--- config.mk ---
export PLATFORM = sky130hd
export DESIGN_NAME = irq_group_ctrl
export DESIGN_NICKNAME = d
export VERILOG_FILES = /design/src/rtl/irq_grp_pkg.sv /design/src/rtl/irq_status_bank.sv /design/src/rtl/irq_enable_regs.sv /design/src/rtl/irq_combiner.sv /design/src/rtl/irq_group_ctrl.sv
export SDC_FILE = /design/constraint.sdc
export NUM_CORES = 1
export LEC_CHECK = 0
export ABC_AREA = 1
export BUFFER_PORTS_ARGS = -buffer_cell sky130_fd_sc_hd__buf_2
export CORE_MARGIN = 1
export CORE_UTILIZATION = 41
export CTS_CLUSTER_SIZE = 16
export DETAILED_ROUTE_END_ITERATION = 6
export PLACE_DENSITY = 0.88
export SLEW_MARGIN = 20
export SYNTH_ARGS = -nofsm -noshare
export SYNTH_HDL_FRONTEND = slang
export SYNTH_HIERARCHICAL = 1
export SYNTH_SLANG_ARGS = --single-unit
--- constraint.sdc ---
create_clock -name clk -period 1.1 [get_ports clk]
set_input_delay 0.11 -clock clk [delete_from_list [all_inputs] [get_ports clk]]
set_output_delay 0.11 -clock clk [all_outputs]
set_load 0.05 [all_outputs]
--- src/rtl/irq_grp_pkg.sv ---
package irq_grp_pkg;
  localparam int SRC_W       = 9;
  localparam int DATA_W      = 32;
  localparam int ABN_EN_BIT  = 15;
  localparam int NORM_EN_BIT = 16;
  // group membership of each source position
  localparam logic [SRC_W-1:0] NORM_MASK = 9'h045;  // sources 0, 2, 6
  localparam logic [SRC_W-1:0] ABN_MASK  = 9'h1AA;  // sources 1, 3, 5, 7, 8
  localparam logic [SRC_W-1:0] LIVE_MASK = NORM_MASK | ABN_MASK;

  typedef struct packed {
    logic norm;
    logic abn;
  } grp_pair_t;

  // summary of one group: any source both pending and enabled
  function automatic logic grp_hit(input logic [SRC_W-1:0] st,
                                   input logic [SRC_W-1:0] en,
                                   input logic [SRC_W-1:0] mask);
    return |(st & en & mask);
  endfunction

  // sticky update: clear by one-writes, new events take priority
  function automatic logic [SRC_W-1:0] sticky_next(input logic [SRC_W-1:0] st,
                                                   input logic [SRC_W-1:0] set,
                                                   input logic [SRC_W-1:0] clr);
    return (st & ~clr) | set;
  endfunction
endpackage

--- src/rtl/irq_status_bank.sv ---
module irq_status_bank
  import irq_grp_pkg::*;
#(
  parameter int                N_SRC = SRC_W,
  parameter logic [N_SRC-1:0]  LIVE  = LIVE_MASK
) (
  input  logic             clk,
  input  logic             rst_n,
  input  logic [N_SRC-1:0] set_bits,
  input  logic             clr_en,
  input  logic [N_SRC-1:0] clr_bits,
  output logic [N_SRC-1:0] status
);
  logic [N_SRC-1:0] clr_eff;
  assign clr_eff = clr_en ? clr_bits : '0;

  for (genvar i = 0; i < N_SRC; i++) begin : g_bit
    if (LIVE[i]) begin : g_live
      logic q;
      always_ff @(posedge clk) begin
        if (!rst_n) q <= 1'b0;
        else        q <= set_bits[i] | (q & ~clr_eff[i]);
      end
      assign status[i] = q;
    end else begin : g_rsvd
      assign status[i] = 1'b0;
    end
  end
endmodule

--- src/rtl/irq_enable_regs.sv ---
module irq_enable_regs
  import irq_grp_pkg::*;
#(
  parameter int                N_SRC = SRC_W,
  parameter logic [N_SRC-1:0]  LIVE  = LIVE_MASK
) (
  input  logic             clk,
  input  logic             rst_n,
  input  logic             wr,
  input  logic [N_SRC-1:0] src_wd,
  input  logic             norm_wd,
  input  logic             abn_wd,
  output logic [N_SRC-1:0] src_en,
  output grp_pair_t        grp_en
);
  for (genvar i = 0; i < N_SRC; i++) begin : g_en
    if (LIVE[i]) begin : g_live
      logic q;
      always_ff @(posedge clk) begin
        if (!rst_n)  q <= 1'b0;
        else if (wr) q <= src_wd[i];
      end
      assign src_en[i] = q;
    end else begin : g_rsvd
      assign src_en[i] = 1'b0;
    end
  end

  always_ff @(posedge clk) begin
    if (!rst_n) begin
      grp_en <= '0;
    end else if (wr) begin
      grp_en.norm <= norm_wd;
      grp_en.abn  <= abn_wd;
    end
  end
endmodule

--- src/rtl/irq_combiner.sv ---
module irq_combiner
  import irq_grp_pkg::*;
#(
  parameter int               N_SRC = SRC_W,
  parameter logic [N_SRC-1:0] NORM  = NORM_MASK,
  parameter logic [N_SRC-1:0] ABN   = ABN_MASK
) (
  input  logic             clk,
  input  logic             rst_n,
  input  logic [N_SRC-1:0] status,
  input  logic [N_SRC-1:0] src_en,
  input  grp_pair_t        grp_en,
  output grp_pair_t        summary,
  output logic             irq
);
  logic irq_next;

  assign summary.norm = grp_hit(status, src_en, NORM);
  assign summary.abn  = grp_hit(status, src_en, ABN);
  assign irq_next     = (summary.norm & grp_en.norm) | (summary.abn & grp_en.abn);

  always_ff @(posedge clk) begin
    if (!rst_n) irq <= 1'b0;
    else        irq <= irq_next;
  end
endmodule

--- src/rtl/irq_group_ctrl.sv ---
module irq_group_ctrl
  import irq_grp_pkg::*;
(
  input  logic              clk,
  input  logic              rst_n,
  input  logic              wr_en,
  input  logic              reg_sel,
  input  logic [DATA_W-1:0] wr_data,
  output logic [DATA_W-1:0] rd_data,
  input  logic [SRC_W-1:0]  evt_strobe,
  output logic              irq
);
  localparam logic SEL_MASK = 1'b0;
  localparam logic SEL_EVT  = 1'b1;

  logic             mask_wr;
  logic             evt_wr;
  logic [SRC_W-1:0] status;
  logic [SRC_W-1:0] src_en;
  grp_pair_t        grp_en;
  grp_pair_t        summary;
  logic             unused_wr_bits;

  assign mask_wr = wr_en & (reg_sel == SEL_MASK);
  assign evt_wr  = wr_en & (reg_sel == SEL_EVT);
  assign unused_wr_bits = ^wr_data;

  irq_status_bank #(.N_SRC(SRC_W), .LIVE(LIVE_MASK)) u_status (
    .clk      (clk),
    .rst_n    (rst_n),
    .set_bits (evt_strobe & LIVE_MASK),
    .clr_en   (evt_wr),
    .clr_bits (wr_data[SRC_W-1:0]),
    .status   (status)
  );

  irq_enable_regs #(.N_SRC(SRC_W), .LIVE(LIVE_MASK)) u_enable (
    .clk     (clk),
    .rst_n   (rst_n),
    .wr      (mask_wr),
    .src_wd  (wr_data[SRC_W-1:0]),
    .norm_wd (wr_data[NORM_EN_BIT]),
    .abn_wd  (wr_data[ABN_EN_BIT]),
    .src_en  (src_en),
    .grp_en  (grp_en)
  );

  irq_combiner #(.N_SRC(SRC_W), .NORM(NORM_MASK), .ABN(ABN_MASK)) u_comb (
    .clk     (clk),
    .rst_n   (rst_n),
    .status  (status),
    .src_en  (src_en),
    .grp_en  (grp_en),
    .summary (summary),
    .irq     (irq)
  );

  always_comb begin
    rd_data = '0;
    if (reg_sel == SEL_EVT) begin
      rd_data[SRC_W-1:0]  = status;
      rd_data[NORM_EN_BIT] = summary.norm;
      rd_data[ABN_EN_BIT]  = summary.abn;
    end else begin
      rd_data[SRC_W-1:0]  = src_en;
      rd_data[NORM_EN_BIT] = grp_en.norm;
      rd_data[ABN_EN_BIT]  = grp_en.abn;
    end
  end
endmodule

* Yosys cells after proc, flatten, opt, wreduce, memory -nomap -nowiden
Cells that the tools add are included.
Storage, ports and cells: RAM bits 0, output and inout bits 33, bits in registers 19, input port bits 45, bits in latches 0, memory bits (read-only) 0, memories 0
Cells by class: equality and inequality tests 0, $add $sub $neg 0, $lt $le $gt $ge 0, multiplexer cells 3, bitwise operators 31, divide/modulo/power cells 0, reduce and logical (&&, ||, !) cells 2, shifts and indexed selects 0, $mul 0
Operator list (count):
- $mux 9 | 2
- $and 1x1->1 | 12
- $and 9x9->9 | 1
- $not 1->1 | 9
- $or 1x1->1 | 9
- $reduce_or 5->1 | 1
- $reduce_or 3->1 | 1
- $mux 2 | 1

* Longest topological paths before layout
Gate-level depths: netlist of the first run.
depth after elaboration 5, mapped depth 7, depth with buffers taken out 5

* Hierarchy
Netlist of the first run, hierarchy kept.
By module, submodules not included:
- irq_enable_regs | instances 1, cells each 73, area an instance 483.0 um2
- irq_status_bank | instances 1, cells each 52, area an instance 380.4 um2
- irq_group_ctrl | instances 1, cells each 62, area an instance 329.1 um2
- irq_combiner | instances 1, cells each 18, area an instance 102.6 um2

* Worst setup path before layout of the first run
No wires, ideal clock.
path kind register to output, start reg u_status.g_bit[7].g_live.q, end out rd_data[15], stages on the path, launching flop included 7, data required time 990 ps, slack -81 ps, path buffers 1, arrival 1071 ps, path through dfxtp_1 buf_4 nand2_1 nand3_1 or2_1 nand2_1 nand2_1
RTL lines:
- start, declared | line irq_status_bank.sv:19 | logic q;
- start signal, assigned | line irq_status_bank.sv:22 | else q <= set_bits[i] | (q & ~clr_eff[i]);
- end, declared | line irq_group_ctrl.sv:9 | output logic [DATA_W-1:0] rd_data,

==> results of run 1 <==
[cell type report]
type,count,area share (%)
well taps,44,3.62
multi-input cells,137,38.9
repair buffers,45,23.8
inverters,24,5.92
flip-flops and latches,19,26.0
clock buffers,4,1.73
[per-layer routing]
layer / wire length (um) / vias to the layer above
met5: 0 / -
met4: 29 / 0
met3: 106 / 4
met2: 1220 / 33
met1: 1030 / 461
li1: - / 583
[registers in the layout, indices dropped and copies added (netlist names)]
name,cells
u_comb/irq,1
u_enable/g_en.g_live.q,8
u_enable/grp_en,2
u_status/g_bit.g_live.q,8
[worst paths after layout]
path	startpoint	end	slack (ps)	cells past startpoint
setup / recovery	u_status/g_bit[8].g_live.q	rd_data[15]	-300	6
hold / removal	evt_strobe[8]	u_status/g_bit[8].g_live.q	30	3
setup reg to reg	u_status/g_bit[8].g_live.q	u_comb/irq	170	5
hold reg to reg	u_status/g_bit[2].g_live.q	u_status/g_bit[2].g_live.q	480	2
[synth_stat cells, types with 2 or more instances]
| library cell | instances |
|---|---|
| a21oi_1 | 7 |
| buf_4 | 40 |
| a21oi_2 | 2 |
| nor2_1 | 21 |
| conb_1 | 3 |
| nand2_1 | 79 |
| inv_1 | 23 |
| buf_6 | 4 |
| dfxtp_1 | 19 |
[what timing repair did]
| action | in CTS | in global routing |
|---|---|---|
| endpoints found under the setup margin | 10 | 10 |
| setup buffers | 0 | 4 |
| resized for setup | 36 | 20 |
| endpoints found under the hold margin | 0 | 0 |
| pin swaps | 6 | 8 |
[cell families after synthesis]
family / share of synthesized area, %
buf+inv: 34.0
other cells: 0.870
flops: 29.4
compound gates: 4.64
simple gates: 31.1
[power by group through the flow]
stage	registers [W]	logic [W]	clock network [W]
floorplan	0.000773	0.000570	0
global placement	0.000776	0.000571	0
detailed placement	0.000778	0.000577	0
CTS	0.000771	0.000624	0.000356
global route	0.000781	0.000716	0.000389
finish	0.000775	0.000668	0.000346
[stage by stage]
step	hold WS, ps	TNS, ps
final	32.9	-605
after floorplan	232	0
after detailed placement	355	0
after global routing	41.3	-1070
after CTS	31.3	-569
after global placement	355	0
[worst reg2reg max path, cell delays in order (launching register included)]
cell      delay [ps]
dfxtp_2          340
nand2_2           70
nand3_2           80
buf_4            130
o21bai_1         150
a21oi_2           70
==> impl_metrics.csv, run 1 <==
group,metric,value,unit
run_status,status,"finished, violations left",
run_status,violations,"negative setup slack",
logic_synthesis,syn_inst,205,
hold_path,hold_path_class,"in2reg",
worst_setup_path,slowest_stage,"dfxtp_2",
place,port_buffers,32,
finish,final_util,50.3,%
power,pwr-share-clk,19.4,%
cts,path_clk_slew,100,ps
power,switching_share,38.7,%
worst_setup_path,worstPathCellList,"nand2_2 -> nand3_2 -> or2_1 -> nand2_1 -> nand2_2 -> buf_8",
worst_setup_path,end_kind,"output pin",
logic_synthesis,seq_area_frac_synth,29.4,%
timing,finalCritPeriodShare,127,%
power,share_comb_of_total_power,37.3,%
worst_setup_path,critical_path.top_delay_family,"simple AND/OR/NAND/NOR gates",
finish,seqCellArea,397,um^2
floorplanning,io_pins,78,
worst_setup_path,required,990,ps
global_route,grt_overflow_total,0,
place,place_ws,20.2,ps
logic_synthesis,synth.distinct_cells,16,
floorplanning,initial_utilization,42.8,%
timing,fin_worst_skew,1.49,ps
drt,drt_iter0_markers,17,
floorplanning,coreArea,3030,um^2
logic_synthesis,synth_top_area_share,29.4,%
drt,ant_nets,0,
power,powerDensity,1180,nW/um^2
logic_synthesis,synth_area,1290,um^2
global_route,gr-max-usage-layer,"met2",
drt,avgViaCountPerCell,3.96,
worst_setup_path,crit_buf_inv,1,
power,p_leak,0.887,nW
timing,setup_viol,8,
global_route,grt_pass1_wl,3.69,mm
drt,routed_wirelength,2.39,mm
cts,clock_path_buffers,2,
logic_synthesis,synth_ff_type,"dfxtp_1",
timing,fin_ws,-299,ps
finish,fillers,317,
finish,area_growth,17.6,%
drt,firstDrtPassIters,4,
cts,cts.sinks,19,
global_route,grt_util_all_layers,14.0,%
timing,grt_setup_unrepaired,"yes",
cts,htreeDepth,1,
global_route,grt_util_met3,2.68,%
global_route,grt_pass1_vias,895,
power,p_switching,0.000693,W
drt,wl_per_cell,8.75,um
logic_synthesis,async_flop_share,0,%
finish,final_common_cell,"nand2_1",
logic_synthesis,ys_top_cells_by_area,"dfxtp_1, buf_4, nand2_1",
cts,cts_hold_buf,0,
logic_synthesis,ys_seq_elements,19,
cts,insertion_delay,290,ps
global_route,use_met1,17.2,%
drt,drc,0,
worst_setup_path,crit_path_start_kind,"register",
global_route,antenna_found_initial,0,
cts,cts_tree,"built",
finish,finalInstanceArea,1520,um^2
logic_synthesis,yosys.area.top_type,"dfxtp_1",
floorplanning,die_w,58.2,um
floorplanning,die-area,3390,um^2
place,place.gp.congestion,0.790,
place,dpl_cell_area,1330,um^2
finish,stdcell_count,273,
place,dp_cells,266,
floorplanning,rows,20,
worst_setup_path,cp_common_cell,"nand2_2",
finish,diodes,0,
finish,final_cell_mix,"nand2_1, inv_1, conb_1",
timing,post-route-min-period,1400,ps
power,peakVddDrop,0.000564,V
worst_setup_path,cp_max_fo,2,
cts,cts_buffers,3,
logic_synthesis,ys_warn_count,6,
timing,drv_slew,0,
cts,cts-root-buf,"clkbuf_4",
global_route,grt_max_degree,21,
flow_run,maxCapViolations,0,
finish,multiInputGateArea,592,um^2
worst_setup_path,critPathMaxStageDelay,340,ps
place,place_hpwl,1.70,mm
power,internal_power,0.00110,W
finish,drive_above_1_share,34.9,%
timing,max_freq,715,MHz
power,total_power,0.00179,W
logic_synthesis,synth_edf_count,0,
floorplanning,die_h,58.2,um
drt,num_vias,1081,
worst_setup_path,worstPathArrival,1290,ps
finish,layout.nets,275,
timing,hold_violations,0,
worst_setup_path,crit_type,"reg2out",
global_route,grt_use_met2,24.6,%
power,p_seq_share,43.3,%
logic_synthesis,syn-mean-instance-area,6.32,um^2
Note: power is estimated with default switching activity, not from simulation.
==> run 2, diff against run 1 <==
--- a/config.mk
+++ b/config.mk
@@ -5,13 +5,11 @@
 export SDC_FILE = /design/constraint.sdc
 export NUM_CORES = 1
 export LEC_CHECK = 0
-export ABC_AREA = 1
 export BUFFER_PORTS_ARGS = -buffer_cell sky130_fd_sc_hd__buf_2
-export CORE_MARGIN = 1
 export CORE_UTILIZATION = 41
 export CTS_CLUSTER_SIZE = 16
 export DETAILED_ROUTE_END_ITERATION = 6
-export PLACE_DENSITY = 0.88
+export PLACE_DENSITY = 0.89
 export SLEW_MARGIN = 20
 export SYNTH_ARGS = -nofsm -noshare
 export SYNTH_HDL_FRONTEND = slang
==> run 2 against run 1 <==
Setup slack worse by 280 ps. Final cell count shrank 26%. Sequential power decreased by 2%. Synthesized area down 6.1%. Maximum frequency is 17% lower. Clock power shrank 4%. Combinational power rose by 3.7%. The flow still finishes with violations (negative setup slack). Non-clock buffer count grew 14. Worst hold slack got worse by 22 ps. Register-to-register slack lost 320 ps. Die area decreased by 5.9%. First-iteration DRC count unchanged.
==> impl_metrics.csv, run 2 <==
group,metric,value,unit
logic_synthesis,syn-mean-instance-area,9.43,um^2
timing,fin_ws,-579,ps
drt,avgViaCountPerCell,4.53,
worst_setup_path,crit_type,"reg2out",
timing,post-route-min-period,1680,ps
worst_setup_path,startpoint,"u_status/g_bit[3].g_live.q",
cts,path_clk_slew,90,ps
global_route,grt_util_all_layers,15.0,%
floorplanning,die_w,56.5,um
power,peakVddDrop,0.000745,V
run_status,status,"finished, violations left",
worst_setup_path,required,990,ps
logic_synthesis,synth_top_area_share,31.3,%
finish,final_cell_mix,"conb_1, buf_2, buf_6",
timing,finalSetupTns,-2670,ps
drt,ant_nets,0,
logic_synthesis,ys_seq_elements,19,
cts,cts_hold_buf,0,
global_route,grt_max_degree,21,
logic_synthesis,seq_area_frac_synth,31.3,%
drt,num_vias,910,
logic_synthesis,syn_inst,129,
timing,grt_setup_unrepaired,"yes",
power,p_seq_share,42.6,%
power,total_power,0.00179,W
floorplanning,die-area,3190,um^2
floorplanning,initial_utilization,43.7,%
logic_synthesis,synth_ff_type,"dfxtp_1",
timing,holdWs,11.1,ps
cts,cts_buffers,3,
floorplanning,rows,19,
worst_setup_path,reg2reg_from,"u_status/g_bit[3].g_live.q",
finish,final_common_cell,"conb_1",
timing,finalCritPeriodShare,153,%
logic_synthesis,async_flop_share,0,%
worst_setup_path,ff2ff_setup_slack,-150,ps
place,place.gp.congestion,0.773,
worst_setup_path,end_kind,"output pin",
place,place_ws,-266,ps
drt,firstDrtPassIters,5,
hold_path,hold_path_class,"in2reg",
cts,clock_path_buffers,2,
power,share_comb_of_total_power,38.7,%
power,switching_share,35.3,%
timing,setup_viol,11,
place,place_hpwl,1.58,mm
cts,cts-root-buf,"clkbuf_4",
power,powerDensity,1130,nW/um^2
global_route,grt_overflow_total,0,
finish,layout.nets,216,
cts,insertion_delay,290,ps
worst_setup_path,worstPathArrival,1570,ps
floorplanning,io_pins,78,
power,pwr-share-clk,18.6,%
drt,wl_per_cell,12.0,um
timing,fin_worst_skew,6.51,ps
logic_synthesis,synth_area,1220,um^2
logic_synthesis,ys_warn_count,6,
cts,htreeDepth,1,
logic_synthesis,synth_most_common_cell,"buf_4",
finish,drive_above_1_share,51.8,%
timing,drv_slew,0,
worst_setup_path,rr_endpoint,"u_comb/irq",
worst_setup_path,endpoint,"rd_data[15]",
drt,drc,0,
power,internal_power,0.00116,W
global_route,grt_pass1_wl,3.68,mm
timing,max_freq,596,MHz
logic_synthesis,yosys-top-cells-count,"buf_4, dfxtp_1, mux2i_1, nor2b_1, inv_1",
place,port_buffers,32,
cts,cts.sinks,19,
power,p_leak,0.799,nW
worst_setup_path,cp_max_fo,2,
global_route,grt_pass1_vias,820,
flow_run,maxCapViolations,0,
finish,reg.largest.list,"u_enable/g_en.g_live.q x8, u_status/g_bit.g_live.q x8, u_enable/grp_en x2",
worst_setup_path,r2r_cells,4,
logic_synthesis,synth_edf_count,0,
drt,routed_wirelength,2.41,mm
finish,area_growth,30.2,%
floorplanning,coreArea,2780,um^2
worst_setup_path,crit_path_start_kind,"register",
logic_synthesis,yosys.area.top_type,"dfxtp_1",
drt,drt_iter0_markers,17,
cts,cts_tree,"built",
logic_synthesis,synth.distinct_cells,19,
run_status,violations,"negative setup slack",
global_route,antenna_found_initial,0,
logic_synthesis,ys_top_cells_by_area,"dfxtp_1, buf_4, mux2_4",
floorplanning,die_h,56.5,um
power,p_switching,0.000632,W
finish,diodes,0,
timing,hold_violations,0,
run 2: cell count changes in the layout (fill, tap and decap cells not counted), moves of 6 or more:
cell	previous run	this run
a21oi_1	7	0
a31oi_1	0	8
buf_6	8	14
inv_1	23	9
mux2_4	0	11
mux2i_1	0	10
nand2_1	66	2
nand2_2	13	0
nor2_1	21	1
nor2b_1	0	10
o21ai_0	0	8
run 2: timing repair:
| action | 4_1_cts | 5_1_grt |
|---|---|---|
| setup buffers | 3 | 7 |
| pin swaps | 3 | 3 |
| hold endpoints to repair | 0 | 0 |
| endpoints found under the setup margin | 11 | 11 |
| gates resized for setup | 52 | 5 |
run 2: layout make-up:
cell class,instances,area [um^2]
sequential,19,397
timing repair buffer,59,520
tap,31,38.8
clock buffer,4,26.3
multi-input combinational,79,568
fill,235,1200
inverter,9,33.8
run 2: worst max-delay path, stage by stage (launching register included):
cell	delay [ps]
dfxtp_2	340
a222oi_1	370
nand2_1	140
mux2_4	290
buf_8	150
run 2: logic make-up (layout without fill, tap and decap cells):
| family | count (synthesis) | after routing | share of synthesized area [%] |
|---|---|---|---|
| compound gates | 20 | 20 | 10.4 |
| buf+inv | 51 | 72 | 29.1 |
| flops | 19 | 19 | 31.3 |
| mux | 21 | 21 | 20.9 |
| other cells | 3 | 23 | 0.926 |
| simple gates | 15 | 15 | 7.41 |
run 2: worst min-delay path by stage:
stage	startpoint	end	cells past startpoint	slack, ps
finish	wr_data[1]	u_status/g_bit[1].g_live.q	2	10
global route	wr_data[1]	u_status/g_bit[1].g_live.q	2	5
CTS	wr_data[8]	u_status/g_bit[8].g_live.q	2	10
detailed placement	wr_data[1]	u_status/g_bit[1].g_live.q	2	320
global placement	wr_data[1]	u_status/g_bit[1].g_live.q	2	310
floorplan	wr_data[1]	u_status/g_bit[1].g_live.q	1	210
run 2: power by group through the flow:
stage / sequential, W / clock (W) / combinational [W]
after floorplan: 0.000762 / 0 / 0.000539
after global placement: 0.000766 / 0 / 0.000572
after detailed placement: 0.000768 / 0 / 0.000576
after CTS: 0.000760 / 0.000340 / 0.000672
after global routing: 0.000767 / 0.000368 / 0.000728
final: 0.000763 / 0.000333 / 0.000693
run 2: per-layer routing:
metal  share of wire [%]  global-route usage [%]  wire (um)  vias up
met1                  43                    17.7       1030      422
met5                   0                       0          0        -
met2                  51                    26.2       1230       33
li1                    -                       -          -      453
met3                 5.6                    3.92        135        2
met4                0.33                    5.23          8        0
run 2: through the flow:
stage / util [%] / std cells / area, um^2
global placement: 48.1 / 190 / 1340
detailed placement: 48.1 / 190 / 1340
CTS: 55.3 / 196 / 1540
finish: 57.0 / 201 / 1580
global route: 57.0 / 201 / 1580
floorplan: - / 149 / 1310
